==> src/rtl/mdio_mgmt_pkg.sv <==
package mdio_mgmt_pkg;
  // register selects
  localparam logic [1:0] SEL_LOC  = 2'd0;
  localparam logic [1:0] SEL_CMD  = 2'd1;
  localparam logic [1:0] SEL_PORT = 2'd2;

  // command word bit positions
  localparam int CMD_ERR   = 23;
  localparam int CMD_BUSY  = 22;
  localparam int CMD_CSHI  = 21;
  localparam int CMD_CSLO  = 19;
  localparam int CMD_C22   = 18;
  localparam int CMD_OPHI  = 17;
  localparam int CMD_OPLO  = 16;

  localparam logic [1:0] HOP_WR = 2'b01;
  localparam logic [1:0] HOP_RD = 2'b11;

  typedef struct packed {
    logic        rd;
    logic [4:0]  phy;
    logic [4:0]  regn;
    logic [15:0] wdata;
    logic [2:0]  csel;
  } mdio_req_t;
endpackage

==> src/rtl/mdio_regfile.sv <==
module mdio_regfile
  import mdio_mgmt_pkg::*;
#(
  parameter int NPORT = 4
) (
  input  logic        clk,
  input  logic        rst_n,
  input  logic        wr_en,
  input  logic [1:0]  wr_sel,
  input  logic [31:0] wr_data,
  input  logic [1:0]  rd_sel,
  output logic [31:0] rd_data,
  input  logic        done,
  input  logic [15:0] rdata,
  output mdio_req_t   req,
  output logic        start,
  output logic        busy,
  output logic        err
);
  localparam int PW = (NPORT > 1) ? $clog2(NPORT) : 1;

  logic [4:0]       phy_q, regn_q;
  logic [NPORT-1:0] port_q;
  logic [2:0]       csel_q;
  logic             c22_q;
  logic [1:0]       op_q;
  logic [15:0]      data_q;
  logic             busy_q, err_q;

  logic       cmd_go, cmd_ok, port_ok, op_ok;
  logic [1:0] op_in;

  assign op_in   = wr_data[CMD_OPHI:CMD_OPLO];
  assign cmd_go  = wr_en && (wr_sel == SEL_CMD) && wr_data[CMD_BUSY] && !busy_q;
  assign op_ok   = (op_in == HOP_WR) || (op_in == HOP_RD);
  assign port_ok = (phy_q < 5'(NPORT)) && port_q[phy_q[PW-1:0]];
  assign cmd_ok  = wr_data[CMD_C22] && op_ok && port_ok;
  assign start   = cmd_go && cmd_ok;

  assign req.rd    = (op_in == HOP_RD);
  assign req.phy   = phy_q;
  assign req.regn  = regn_q;
  assign req.wdata = wr_data[15:0];
  assign req.csel  = wr_data[CMD_CSHI:CMD_CSLO];

  always_ff @(posedge clk) begin
    if (!rst_n) begin
      phy_q  <= '0;
      regn_q <= '0;
      port_q <= '0;
      csel_q <= '0;
      c22_q  <= 1'b0;
      op_q   <= '0;
      data_q <= '0;
      busy_q <= 1'b0;
      err_q  <= 1'b0;
    end else begin
      if (wr_en && wr_sel == SEL_LOC) begin
        phy_q  <= wr_data[20:16];
        regn_q <= wr_data[4:0];
      end
      if (wr_en && wr_sel == SEL_PORT)
        port_q <= wr_data[NPORT-1:0];
      if (cmd_go) begin
        csel_q <= wr_data[CMD_CSHI:CMD_CSLO];
        c22_q  <= wr_data[CMD_C22];
        op_q   <= op_in;
        data_q <= wr_data[15:0];
        busy_q <= cmd_ok;
        err_q  <= !cmd_ok;
      end else if (done) begin
        busy_q <= 1'b0;
        if (op_q == HOP_RD)
          data_q <= rdata;
      end
    end
  end

  always_comb begin
    rd_data = '0;
    case (rd_sel)
      SEL_LOC: begin
        rd_data[20:16] = phy_q;
        rd_data[4:0]   = regn_q;
      end
      SEL_CMD: begin
        rd_data[CMD_ERR]           = err_q;
        rd_data[CMD_BUSY]          = busy_q;
        rd_data[CMD_CSHI:CMD_CSLO] = csel_q;
        rd_data[CMD_C22]           = c22_q;
        rd_data[CMD_OPHI:CMD_OPLO] = op_q;
        rd_data[15:0]              = data_q;
      end
      SEL_PORT: rd_data[NPORT-1:0] = port_q;
      default:  rd_data = '0;
    endcase
  end

  logic unused_wbits;
  assign unused_wbits = ^{wr_data[31:23], wr_data[15:5]};

  assign busy = busy_q;
  assign err  = err_q;
endmodule

==> src/rtl/mdio_clkgen.sv <==
module mdio_clkgen #(
  parameter int DIV_BASE = 2,
  parameter int CSEL_W   = 3
) (
  input  logic              clk,
  input  logic              rst_n,
  input  logic              run,
  input  logic [CSEL_W-1:0] csel,
  output logic              mdc,
  output logic              rise_tk,
  output logic              fall_tk
);
  localparam int CW = $clog2(DIV_BASE) + (1 << CSEL_W);

  logic [CW-1:0] cnt;
  logic [CW-1:0] half;
  logic          wrap;

  assign half    = CW'(DIV_BASE) << csel;
  assign wrap    = run && (cnt == half - CW'(1));
  assign rise_tk = wrap && !mdc;
  assign fall_tk = wrap && mdc;

  always_ff @(posedge clk) begin
    if (!rst_n || !run) begin
      cnt <= '0;
      mdc <= 1'b0;
    end else if (wrap) begin
      cnt <= '0;
      mdc <= ~mdc;
    end else begin
      cnt <= cnt + CW'(1);
    end
  end
endmodule

==> src/rtl/mdio_frame.sv <==
module mdio_frame
  import mdio_mgmt_pkg::*;
#(
  parameter int PRE_LEN = 32
) (
  input  logic        clk,
  input  logic        rst_n,
  input  logic        start,
  input  mdio_req_t   req,
  input  logic        rise_tk,
  input  logic        fall_tk,
  input  logic        mdio_i,
  output logic        run,
  output logic        mdio_o,
  output logic        mdio_oe,
  output logic        done,
  output logic [15:0] rdata
);
  localparam int FRAME_LEN = PRE_LEN + 32;
  localparam int IW        = $clog2(FRAME_LEN + 1);
  localparam int TA_IDX    = PRE_LEN + 14;
  localparam int DAT_IDX   = PRE_LEN + 16;

  logic [FRAME_LEN-1:0] frm, load;
  logic [IW-1:0]        idx;
  logic                 rd_q;

  assign load = {{PRE_LEN{1'b1}}, 2'b01, (req.rd ? 2'b10 : 2'b01),
                 req.phy, req.regn, 2'b10, (req.rd ? 16'h0000 : req.wdata)};

  assign mdio_oe = run && !(rd_q && idx >= IW'(TA_IDX));
  assign mdio_o  = mdio_oe && frm[FRAME_LEN-1];
  assign done    = run && fall_tk && (idx == IW'(FRAME_LEN - 1));

  always_ff @(posedge clk) begin
    if (!rst_n) begin
      run   <= 1'b0;
      rd_q  <= 1'b0;
      idx   <= '0;
      frm   <= '0;
      rdata <= '0;
    end else if (start) begin
      run  <= 1'b1;
      rd_q <= req.rd;
      idx  <= '0;
      frm  <= load;
    end else if (run) begin
      if (rise_tk && rd_q && idx >= IW'(DAT_IDX))
        rdata <= {rdata[14:0], mdio_i};
      if (fall_tk) begin
        if (done) begin
          run <= 1'b0;
        end else begin
          idx <= idx + IW'(1);
          frm <= frm << 1;
        end
      end
    end
  end
endmodule

==> src/rtl/mdio_mgmt_master.sv <==
module mdio_mgmt_master
  import mdio_mgmt_pkg::*;
#(
  parameter int PRE_LEN  = 32,
  parameter int DIV_BASE = 2,
  parameter int NPORT    = 4
) (
  input  logic        clk,
  input  logic        rst_n,
  input  logic        wr_en,
  input  logic [1:0]  wr_sel,
  input  logic [31:0] wr_data,
  input  logic [1:0]  rd_sel,
  output logic [31:0] rd_data,
  output logic        mdc,
  output logic        mdio_o,
  output logic        mdio_oe,
  input  logic        mdio_i
);
  mdio_req_t   req;
  logic        start, busy, err, frm_done, run, rise_tk, fall_tk;
  logic [15:0] rdata;
  logic [2:0]  csel_run;

  mdio_regfile #(.NPORT(NPORT)) u_regs (
    .clk(clk), .rst_n(rst_n), .wr_en(wr_en), .wr_sel(wr_sel),
    .wr_data(wr_data), .rd_sel(rd_sel), .rd_data(rd_data),
    .done(frm_done), .rdata(rdata), .req(req), .start(start),
    .busy(busy), .err(err)
  );

  // divider select held for the whole frame
  always_ff @(posedge clk) begin
    if (!rst_n)     csel_run <= '0;
    else if (start) csel_run <= req.csel;
  end

  mdio_clkgen #(.DIV_BASE(DIV_BASE), .CSEL_W(3)) u_clk (
    .clk(clk), .rst_n(rst_n), .run(run), .csel(csel_run),
    .mdc(mdc), .rise_tk(rise_tk), .fall_tk(fall_tk)
  );

  mdio_frame #(.PRE_LEN(PRE_LEN)) u_frm (
    .clk(clk), .rst_n(rst_n), .start(start), .req(req),
    .rise_tk(rise_tk), .fall_tk(fall_tk), .mdio_i(mdio_i),
    .run(run), .mdio_o(mdio_o), .mdio_oe(mdio_oe),
    .done(frm_done), .rdata(rdata)
  );
endmodule

==> config.mk <==
export PLATFORM = sky130hd
export DESIGN_NAME = mdio_mgmt_master
export DESIGN_NICKNAME = d
export VERILOG_FILES = /design/src/rtl/mdio_mgmt_pkg.sv /design/src/rtl/mdio_regfile.sv /design/src/rtl/mdio_clkgen.sv /design/src/rtl/mdio_frame.sv /design/src/rtl/mdio_mgmt_master.sv
export SDC_FILE = /design/constraint.sdc
export NUM_CORES = 1
export LEC_CHECK = 0
export ABC_AREA = 1
export BUFFER_PORTS_ARGS = -buffer_cell sky130_fd_sc_hd__buf_2
export CORE_ASPECT_RATIO = 0.8
export CORE_UTILIZATION = 40
export CTS_CLUSTER_DIAMETER = 50
export DETAILED_ROUTE_END_ITERATION = 7
export GPL_ROUTABILITY_DRIVEN = 0
export SLEW_MARGIN = 20
export SYNTH_ARGS = -nofsm -noshare
export SYNTH_HDL_FRONTEND = slang
export SYNTH_HIERARCHICAL = 1
export SYNTH_SLANG_ARGS = --single-unit
==> constraint.sdc <==
create_clock -name clk -period 2.95 [get_ports clk]
set_clock_uncertainty 0.1 [all_clocks]
set_input_delay 0.1475 -clock clk [delete_from_list [all_inputs] [get_ports clk]]
set_output_delay 0.1475 -clock clk [all_outputs]
set_load 0.02 [all_outputs]
### Word-level counts from Yosys, hierarchy flattened

Index checks and enable logic that the tools add are counted.

* reductions and logical operators: 39
* mux-type cells: 22
* shifts and indexed selects: 1
* bitwise gates (word level): 4
* add/subtract/negate cells: 3
* magnitude comparators: 4
* equal/unequal tests: 10

Operators with widths (number)
* two-way mux 64 bit: 4
* two-way mux 16 bit: 4
* logical AND 1 bit: 19
* >= comparator 7 x 6 -> 1 bit, second input constant: 2
* case mux 4 bit (3 select lines): 1
* two-way mux 11 bit: 1
* case mux 5 bit (2 select lines): 1
* adder 9 x 1 -> 9 bit, second input constant: 1
* == test 9 bit: 1
* AND reduction 3 bit: 3
* left shift 2 x 3 -> 9 bit, first input constant: 1
* subtractor 9 x 1 -> 9 bit, second input constant: 1
* == test 2 bit, second input constant: 4
* nonzero test 2 bit: 4
* adder 7 x 1 -> 7 bit, second input constant: 1
* == test 7 x 6 -> 1 bit, second input constant: 1
* two-way mux 1 bit: 7
* == test 2 x 1 -> 1 bit, second input constant: 3
* zero test 1 bit: 6
* < comparator 5 x 3 -> 1 bit, second input constant: 1
* zero test 2 bit: 2
* NOT 1 bit: 4
* OR reduction 2 bit: 2
* < comparator 2 x 3 -> 1 bit, second input constant: 1
* other kinds (7): 8

* input port bits: 40
* logic and storage cells: 101
* register bits after elaboration: 140
* output and inout port bits: 35

### Longest topological paths before layout

Gate-level depths: netlist (run 1).

* depth in word-level cells: 11
* gate-level depth with buffers: 25
* depth with buffers taken out: 22

### Modules after synthesis

The synthesis (run 1) kept the hierarchy.

Modules (own cells, without submodules)
* mdio_frame: times used 1, cells an instance 562, area an instance 3801.1 µm², seq. area each 1781.7 µm²
* mdio_regfile: times used 1, cells an instance 339, area an instance 2188.3 µm², seq. area each 760.7 µm²
* mdio_clkgen: times used 1, cells an instance 117, area an instance 715.7 µm², seq. area each 200.2 µm²
* mdio_mgmt_master: times used 1, cells an instance 18, area an instance 116.4 µm², seq. area each 60.1 µm²

### Worst setup path before layout (run 1)

OpenSTA, ideal clock, no wires.

* path type: reg2reg
* start: register csel_run[1]
* end: register u_regs.data_q[0]
* required time: 2.780 ns
* buffers on the path: 3
* stages on the path, launching flop included: 24
* clock period less this slack: 2.898 ns
* arrival: 2.728 ns
* setup slack: 0.052 ns
* setup time: 0.070 ns
* path through: dfxtp_1 buf_2 nor2_2 nand2_1 ha_1 inv_1 nand2_1 nand2_1 nand2_1 nand2_1 nand2_1 nor2_4 nand4_1 inv_1 nand2_1 inv_2 buf_2 nand3_1 inv_1 nand3_2 buf_2 inv_1 nand2_1 a21oi_1

* cells in the longest elaborated chain, start to end: 9

Ends and longest elaborated chain
* from (decl): line mdio_mgmt_master.sv:23 `logic [2:0] csel_run;`
* from (signal assigned): line mdio_mgmt_master.sv:35 `else if (start) csel_run <= req.csel;`
* left shift 2 x 3 -> 9 bit: line mdio_clkgen.sv:19 `assign half = CW'(DIV_BASE) << csel;`
* subtractor 9 x 1 -> 9 bit: line mdio_clkgen.sv:20 `assign wrap = run && (cnt == half - CW'(1));`
* == test 9 bit: line mdio_clkgen.sv:20
* logical AND 1 bit: line mdio_clkgen.sv:20
* logical AND 1 bit: line mdio_clkgen.sv:22 `assign fall_tk = wrap && mdc;`
* net fall_tk: line mdio_mgmt_master.sv:21 `logic start, busy, err, frm_done, run, rise_tk, fall_tk;`
* logical AND 1 bit (2 in series): line mdio_frame.sv:33 `assign done = run && fall_tk && (idx == IW'(FRAME_LEN - 1));`
* net frm_done: line mdio_mgmt_master.sv:21
* nonzero test 2 bit (no line)
* AND reduction 2 bit (no line)
* to (signal assigned): line mdio_regfile.sv:68 `data_q <= wr_data[15:0];`
* to (signal assigned): line mdio_regfile.sv:74 `data_q <= rdata;`
* to (decl): line mdio_regfile.sv:27 `logic [15:0] data_q;`

The timed path passes the listed nets, and every way through them passes these cells.
A chain may end at the register's enable or synchronous reset.

### Worst setup path after layout (run 1)

* start: register csel_run[1]
* end: register u_frm.frm[1]

* cells in the longest elaborated chain, start to end: 9
* elaborated cells on any way between the ends: 10
* classes of those cells: add/sub: 1; eq/ne: 2; shift: 1; reduce/logical: 6

Ends and longest elaborated chain
* left shift 2 x 3 -> 9 bit *: line mdio_clkgen.sv:19
* subtractor 9 x 1 -> 9 bit *: line mdio_clkgen.sv:20
* == test 9 bit *: line mdio_clkgen.sv:20
* logical AND 1 bit *: line mdio_clkgen.sv:20
* logical AND 1 bit *: line mdio_clkgen.sv:22
* net fall_tk: line mdio_mgmt_master.sv:21
* logical AND 1 bit (2 in series): line mdio_frame.sv:33
* inequality test 2 bit (no line)
* AND reduction 3 bit (no line) *
* to (signal assigned): line mdio_frame.sv:46 `frm <= load;`
* to (signal assigned): line mdio_frame.sv:55 `frm <= frm << 1;`
* to (decl): line mdio_frame.sv:24 `logic [FRAME_LEN-1:0] frm, load;`

Mark *: on every way through the listed nets, which the timed path passes. The rest lies on a longest branch.

==> results.ini, run 1 <==
[setup_path]
crit_cells = 20
critPathMostFrequentCell = nand2_1
crit_buf_inv = 5
slowest_stage = dfxtp_1
cpPeakStageDelay_ps = 330
r2r_cells = 20
crit_end = u_frm/frm[1]
reg2reg_to = u_frm/frm[1]
regToRegSetupSlack_ps = 290
crit_chain = nor2_4 -> nand2_1 -> ha_2 -> inv_1 -> nand2_1 -> nand2_1 -> nor2_2 -> nand2_2 -> nor2_4 -> nand4_1 -> inv_1 -> nand2_1 -> inv_2 -> buf_8 -> nand2_4 -> nand2_4 -> buf_12 -> nand2_1 -> nand2_1 -> nor2_1
cp_top_family = simple AND/OR/NAND/NOR gates
crit_path_start_kind = register
cp-startpoint = csel_run[1]
path_max_fanout = 27
rr_startpoint = csel_run[1]
arrival_ps = 2880
required_ps = 3170
crit_path_end_kind = register
setup.worst_path.class = reg -> reg

[pwr]
p_leak_nw = 3.51
power_density_nw_per_um2 = 545
p_seq_share_pct = 43.4
pwr-share-comb_pct = 5.1
finalPower_mw = 4.43
switching_share_pct = 22.6
p_int_mw = 3.43
switching_power_mw = 1.00
peakVddDrop_mv = 0.448
clkPwrFrac_pct = 51.4

[routing]
drc_errors = 0
via_per_inst = 4.60
drt-total-wl_mm = 15.9
drtIter0Drc = 309
final_antenna_net_count = 0
detail_route.first_pass.iterations = 5
vias = 6119
wl_per_cell_um = 11.9

[run]
drv_cap = 0

[finish]
layout-drive-gt1-share_pct = 13.3
nets = 1141
fin_util_pct = 49.0
syn_to_final_growth_pct = 19.4
final_area_um2 = 8140
insertedDiodeCount = 0

[placed_design]
placed_area_um2 = 7160
dpl.hpwl_mm = 10.3
io_buffers = 57
dp_slack_ps = 99.2

[clocking]
clock_sinks = 140
htree_levels = 4
path_clk_slew_ps = 60
cts_made_buffers = 17
cts_tree = yes
clock_latency_ps = 420
clockBufferDepth = 2
cts-root-buf = clkbuf_16

[yosys]
syn_avg_cell_area_um2 = 6.58
ys_seq_area_share_pct = 41.1
yosysTopAreaCell = dfxtp_1
netlist_instances = 1036
async_flop_share_pct = 0
synth_edf_count = 0
synth_area_um2 = 6820
ys.flop_type = dfxtp_1
synth_top_area_share_pct = 41.1
ys_seq_elements = 140
ys_warn_count = 6
yosys-top-cells-area = dfxtp_1, nor2_1, nand2_1
yosysUniqueCellTypes = 34

[timing]
worst_pin_slew_ps = 512
slew_viol_final = 0
hold_viol = 0
holdWs_ps = 64.4
slew_headroom_pct = 65.8
finalCriticalPeriod_ps = 2660
final.setup.worst_slack_ps = 287
rsz0062_at_grt = true
finalSetupViolCount = 0
period_share_pct = 90.3
fmax_mhz = 376

[global_route]
grt_usage_pct = 18.8
grt_max_degree = 58
grt_first_pass_wirelength_mm = 26.5
overflow = 0
antenna_found_initial = 0
grt_pass1_vias = 5598

[status]
status = finished, final reports clean

[die]
fp.dieW_um = 148
die-area_um2 = 17600
initial_core_util_pct = 41.1
row_count = 42
design.core.area_um2 = 16600
die-height_um = 119
num_io_pins = 75

[worst_hold_path]
hp-class = in -> reg

[repair_timing]
item | CTS | global route
resized for setup | 0 | 13
hold buffers | 26 | 0
buffers inserted | 0 | 1
hold endpoints to repair | 39 | 0
setup endpoints to repair | 0 | 95
[cells in the mapped netlist (6+ instances only)]
master,instances
inv_1,111
dfxtp_1,140
clkbuf_1,21
inv_2,8
nand2_1,210
a21oi_1,43
buf_4,28
nor2_1,260
o21ai_0,78
o21ai_1,6
buf_6,6
nand3_1,62
buf_2,15
[cell type report]
cell class | instances | area (um2)
Clock buffer | 18 | 439
Clock inverter | 14 | 194
Fill cell | 1730 | 8460
Inverter | 119 | 447
Multi-Input combinational cell | 713 | 3200
Sequential cell | 140 | 2800
Tap cell | 220 | 275
Timing Repair Buffer | 106 | 786
[stage by stage]
step                TNS (ps)  instances
detailed placement         0       1269
global route           -22.2       1330
finish                     0       1330
floorplan                  0       1043
global placement           0       1269
CTS                        0       1327
[kinds of logic (layout without fill, tap and decap cells)]
family / after synthesis / after routing / synth area share, %
compound gates: 132 / 132 / 9.85
xor+xnor: 6 / 6 / 0.770
fa+ha+maj: 4 / 4 / 0.734
buf+inv: 190 / 257 / 12.9
flops: 140 / 140 / 41.1
other cells: 1 / 8 / 0.0550
simple gates: 563 / 563 / 34.6
[power by group through the flow]
stage                     Sequential [mW]  Clock, mW  Combinational, mW
after floorplan                      1.96          0              0.158
after global placement               1.97          0              0.198
after detailed placement             1.97          0              0.198
after CTS                            1.92       2.34              0.226
after global routing                 1.93       2.41              0.254
final                                1.93       2.28              0.227
[cell usage in the layout (no fill, tap or decap), drive strengths merged]
master | synthesis | final
nor2 | 269 | 269
nand2 | 217 | 217
dfxtp | 140 | 140
inv | 119 | 120
o21ai | 84 | 84
buf | 50 | 79
nand3 | 66 | 66
a21oi | 43 | 43
dlygate4sd3 | 0 | 26
clkbuf | 21 | 19
conb | 1 | 8
clkinvlp | 0 | 5
nand4 | 5 | 5
xor2 | 5 | 5
bufinv | 0 | 4
ha | 4 | 4
clkinv | 0 | 4
or2 | 3 | 3
nor3 | 2 | 2
o22ai | 2 | 2
xnor2 | 1 | 1
o31ai | 1 | 1
o211ai | 1 | 1
a22o | 1 | 1
nand3b | 1 | 1
[registers in the layout, indices dropped and copies added, names as in the netlist]
| register | flops |
|---|---|
| u_clk/mdc | 1 |
| u_frm/rdata | 16 |
| u_frm/rd_q | 1 |
| u_regs/c22_q | 1 |
| u_regs/phy_q | 5 |
| u_regs/regn_q | 5 |
| csel_run | 3 |
| u_frm/idx | 7 |
| u_regs/busy | 1 |
| u_frm/run | 1 |
| u_frm/frm | 64 |
| u_clk/cnt | 9 |
| u_regs/csel_q | 3 |
| u_regs/err | 1 |
| u_regs/data_q | 16 |
| u_regs/port_q | 4 |
| u_regs/op_q | 2 |
[routing by layer]
metal / part of all wire [%] / vias up / global-route usage (%)
met5: 0 / - / 0
met4: 0.59 / 0 / 5.67
met3: 3.5 / 10 / 4.52
met2: 44 / 98 / 28.6
met1: 52 / 2722 / 26.1
li1: - / 3289 / -
[worst register-to-register path: stages (launching register included)]
cell and delay [ps]:
dfxtp_1 330, nor2_4 130, nand2_1 80, ha_2 330, inv_1 40, nand2_1 50, nand2_1 60, nor2_2 90
nand2_2 80, nor2_4 130, nand4_1 120, inv_1 70, nand2_1 50, inv_2 100, buf_8 190, nand2_4 120
nand2_4 140, buf_12 180, nand2_1 70, nand2_1 50, nor2_1 50
[how the worst min path moves through the flow]
stage               from               end  slack, ps  cells after the start
6_report       wr_sel[0]  u_regs/port_q[0]         60                      4
5_1_grt            wr_en  u_regs/port_q[0]        100                      3
4_1_cts        wr_sel[0]  u_regs/port_q[0]         40                      4
3_3_place_gp      mdio_i    u_frm/rdata[0]        310                      3
2_1_floorplan      rst_n       csel_run[0]        170                      2
3_5_place_dp      mdio_i    u_frm/rdata[0]        320                      3
(Power assumes the default switching activity.)
==> run 2, diff against run 1 <==
--- a/config.mk
+++ b/config.mk
@@ -15,5 +15,4 @@
 export SLEW_MARGIN = 20
 export SYNTH_ARGS = -nofsm -noshare
 export SYNTH_HDL_FRONTEND = slang
-export SYNTH_HIERARCHICAL = 1
 export SYNTH_SLANG_ARGS = --single-unit
==> constraint.sdc (replaced) <==
create_clock -name clk -period 2.3 [get_ports clk]
set_clock_uncertainty 0.1 [all_clocks]
set_input_delay 0.115 -clock clk [delete_from_list [all_inputs] [get_ports clk]]
set_output_delay 0.115 -clock clk [all_outputs]
set_load 0.02 [all_outputs]
==> run 2 against run 1 <==
Compared with the run above:
- register-to-register slack worse by 350 ps
- sequential share of layout area fell by 1.5 points
- largest cell class unchanged
- the run now ends with negative setup slack left
- synthesized cell count down 9.9%
==> results.ini, run 2 <==
[timing]
final.setup.worst_slack_ps = -58.4  ; -346 ps
finalCriticalPeriod_ps = 2360  ; -304 ps
period_share_pct = 103  ; +12 points
holdWs_ps = 38.9  ; -25.6 ps
hold_viol = 0  ; unchanged
fmax_mhz = 424  ; +13%
worst_pin_slew_ps = 630  ; +118 ps
slew_headroom_pct = 57.9  ; -7.8 points
finalSetupViolCount = 52  ; +52
rsz0062_at_grt = true
slew_viol_final = 0  ; unchanged

[routing]
detail_route.first_pass.iterations = 5  ; unchanged
final_antenna_net_count = 0  ; unchanged
vias = 6124  ; +0.082%
drtIter0Drc = 494  ; +60%
drt-total-wl_mm = 17.9  ; +13%
via_per_inst = 4.86  ; +5.7%
wl_per_cell_um = 14.3  ; +19%
drc_errors = 0  ; unchanged

[finish]
stdcell_count = 1259  ; -5.3%
nets = 1075  ; -5.8%
regMostFlops = u_frm.frm
fillCellCount = 1545  ; -11%
insertedDiodeCount = 0  ; unchanged
final_area_um2 = 8530  ; +4.7%
final_cell_mix = nor2_1, dfxtp_1, nand2_1
layout_commonest_cell = nor2_1
syn_to_final_growth_pct = 32.4
largest_reg_flops = 64  ; unchanged
layout-drive-gt1-share_pct = 22.0  ; +8.7 points
reg_top3 = u_frm.frm (64), u_frm.rdata (16), u_regs.data_q (16)
fin_util_pct = 54.2  ; +5.1 points

[setup_path]
path_max_fanout = 8  ; -70%
setup.worst_path.class = reg -> reg
crit_path_end_kind = register
regToRegSetupSlack_ps = -60  ; -350 ps
crit_path_start_kind = register
required_ps = 2520  ; -650 ps
rr_startpoint = csel_run[1]
arrival_ps = 2580  ; -300 ps
r2r_cells = 16  ; -20%
reg2reg_to = u_regs.data_q[10]

[clocking]
path_clk_slew_ps = 60  ; about the same
clock_sinks = 140  ; unchanged
htree_levels = 4  ; unchanged
clock_latency_ps = 430  ; about the same
clockBufferDepth = 2  ; unchanged
cts_made_buffers = 17  ; unchanged
cts_tree = yes
cts-root-buf = clkbuf_16

[placed_design]
io_buffers = 57  ; unchanged
dp_cells = 1192  ; -6.1%
placed_area_um2 = 7120  ; -0.52%
dpl.hpwl_mm = 11.2  ; +8.5%
dp_slack_ps = -74.0  ; -173 ps

[yosys]
synth_top_area_share_pct = 43.5  ; +2.4 points
ys_seq_area_share_pct = 43.5  ; +2.4 points
ys_seq_elements = 140  ; unchanged
yosys-top-cells-area = dfxtp_1, nor2_1, nand2_1
yosysTopAreaCell = dfxtp_1
yosysMostFrequentCell = nor2_1
synth_area_um2 = 6440  ; -5.5%
syn_avg_cell_area_um2 = 6.91  ; +4.9%
async_flop_share_pct = 0  ; unchanged
synth_commonest_cells = nor2_1, dfxtp_1, nand2_1, a21oi_1, inv_1
ys_warn_count = 0  ; -6
synth_edf_count = 0  ; unchanged
ys.flop_type = dfxtp_1
netlist_instances = 933  ; -9.9%
yosysUniqueCellTypes = 36  ; +5.9%

[pwr]
p_leak_nw = 3.57  ; +1.6%
peakVddDrop_mv = 0.420  ; -6.3%
power_density_nw_per_um2 = 666  ; +22%

[global_route]
grt_first_pass_wirelength_mm = 27.1  ; +2.3%
antenna_found_initial = 0  ; unchanged
grt_max_degree = 47  ; -19%
grt_usage_pct = 21.2  ; +2.4 points
grt_pass1_vias = 5238  ; -6.4%
overflow = 0  ; unchanged

[die]
fp.dieW_um = 144  ; -2.8%
design.core.area_um2 = 15700  ; -5.2%
initial_core_util_pct = 40.9  ; -0.16 points
die-height_um = 116  ; -2.8%
die-area_um2 = 16600  ; -5.5%
row_count = 41  ; -2.4%
num_io_pins = 75  ; unchanged

[status]
violations = negative setup slack
status = finished, violations left

[worst_hold_path]
hold_end = u_regs.port_q[0]
hp-start = wr_sel[0]
hold_depth = 4  ; unchanged
hp-class = in -> reg

[run]
drv_cap = 0  ; unchanged

[run 2: cell count changes after synthesis, sizes merged, moves of 11 or more]
cell   delta
a21oi    +57
nor2     -88
buf      -11
inv      -22
nand2    -72
nor3     +19
[run 2: critical path, cell delays in order (launching register included)]
cell,delay [ps]
dfxtp_2,340
nor2_4,140
nand2_2,90
ha_4,270
inv_2,30
nand2_1,50
nand2_1,50
nor2_2,100
nand3_2,100
nor2_4,190
buf_4,140
nand4_1,130
nand2_4,160
clkbuf_16,180
nand3_1,60
nand2_1,70
nor2_1,40
[run 2: power by group]
part           internal, mW  leakage, nW  switching [mW]
Sequential             2.45         1.13          0.0137
Combinational         0.100         2.14           0.174
Clock                  1.85        0.296            1.10
Total                  4.39         3.57            1.29
[run 2: cell families (layout without fill, tap and decap cells)]
logic type / count (synthesis) / after routing / share of synthesized area, %
buf+inv: 157 / 261 / 10.6
flops: 140 / 140 / 43.5
simple gates: 433 / 433 / 28.9
compound gates: 190 / 190 / 15.0
fa+ha+maj: 4 / 4 / 0.777
xor+xnor: 7 / 7 / 0.951
other cells: 1 / 8 / 0.0582
mux: 1 / 1 / 0.155
[run 2: area by class of cell]
cell class                      instances  area, um2  area share [%]
Inverter                               98        368            4.31
Tap cell                              215        269            3.15
Sequential cell                       140       2800            32.9
Multi-Input combinational cell        643       3320            38.9
Timing Repair Buffer                  131       1140            13.4
Clock buffer                           19        443            5.19
Clock inverter                         13        190            2.23
[run 2: how the worst max path moves through the flow]
stage / start / slack (ps) / depth (start not counted) / endpoint
after detailed placement: csel_run[2] / -70 / 15 / u_frm.frm[34]
after global placement: csel_run[2] / -50 / 15 / u_frm.frm[34]
after global routing: csel_run[1] / -190 / 15 / u_frm.rdata[13]
final: csel_run[1] / -60 / 16 / u_regs.data_q[10]
after floorplan: csel_run[2] / -3 / 16 / u_frm.frm[54]
after CTS: csel_run[1] / -30 / 15 / u_frm.frm[52]
[run 2: repair_timing]
action                                  in CTS  in global routing
resized for setup                            6                 86
hold endpoints to repair                    50                  0
hold buffers                                23                  0
endpoints found under the setup margin      59                110
buffers inserted                             3                  2
pin swaps                                    6                  8
cloned                                       1                  8
[run 2: routing by layer]
layer  share of wire (%)  global-route usage [%]
met4                 1.9                    5.89
met3                 5.2                    5.62
met2                  43                    30.0
met1                  50                    31.2
met5                   0                       0
[run 2: through the flow]
stage / setup TNS, ps / total power, mW
after floorplan: -59.9 / 2.65
after global placement: -880 / 2.74
after detailed placement: -1810 / 2.74
after CTS: -528 / 5.71
after global routing: -12350 / 5.87
final: -1420 / 5.68
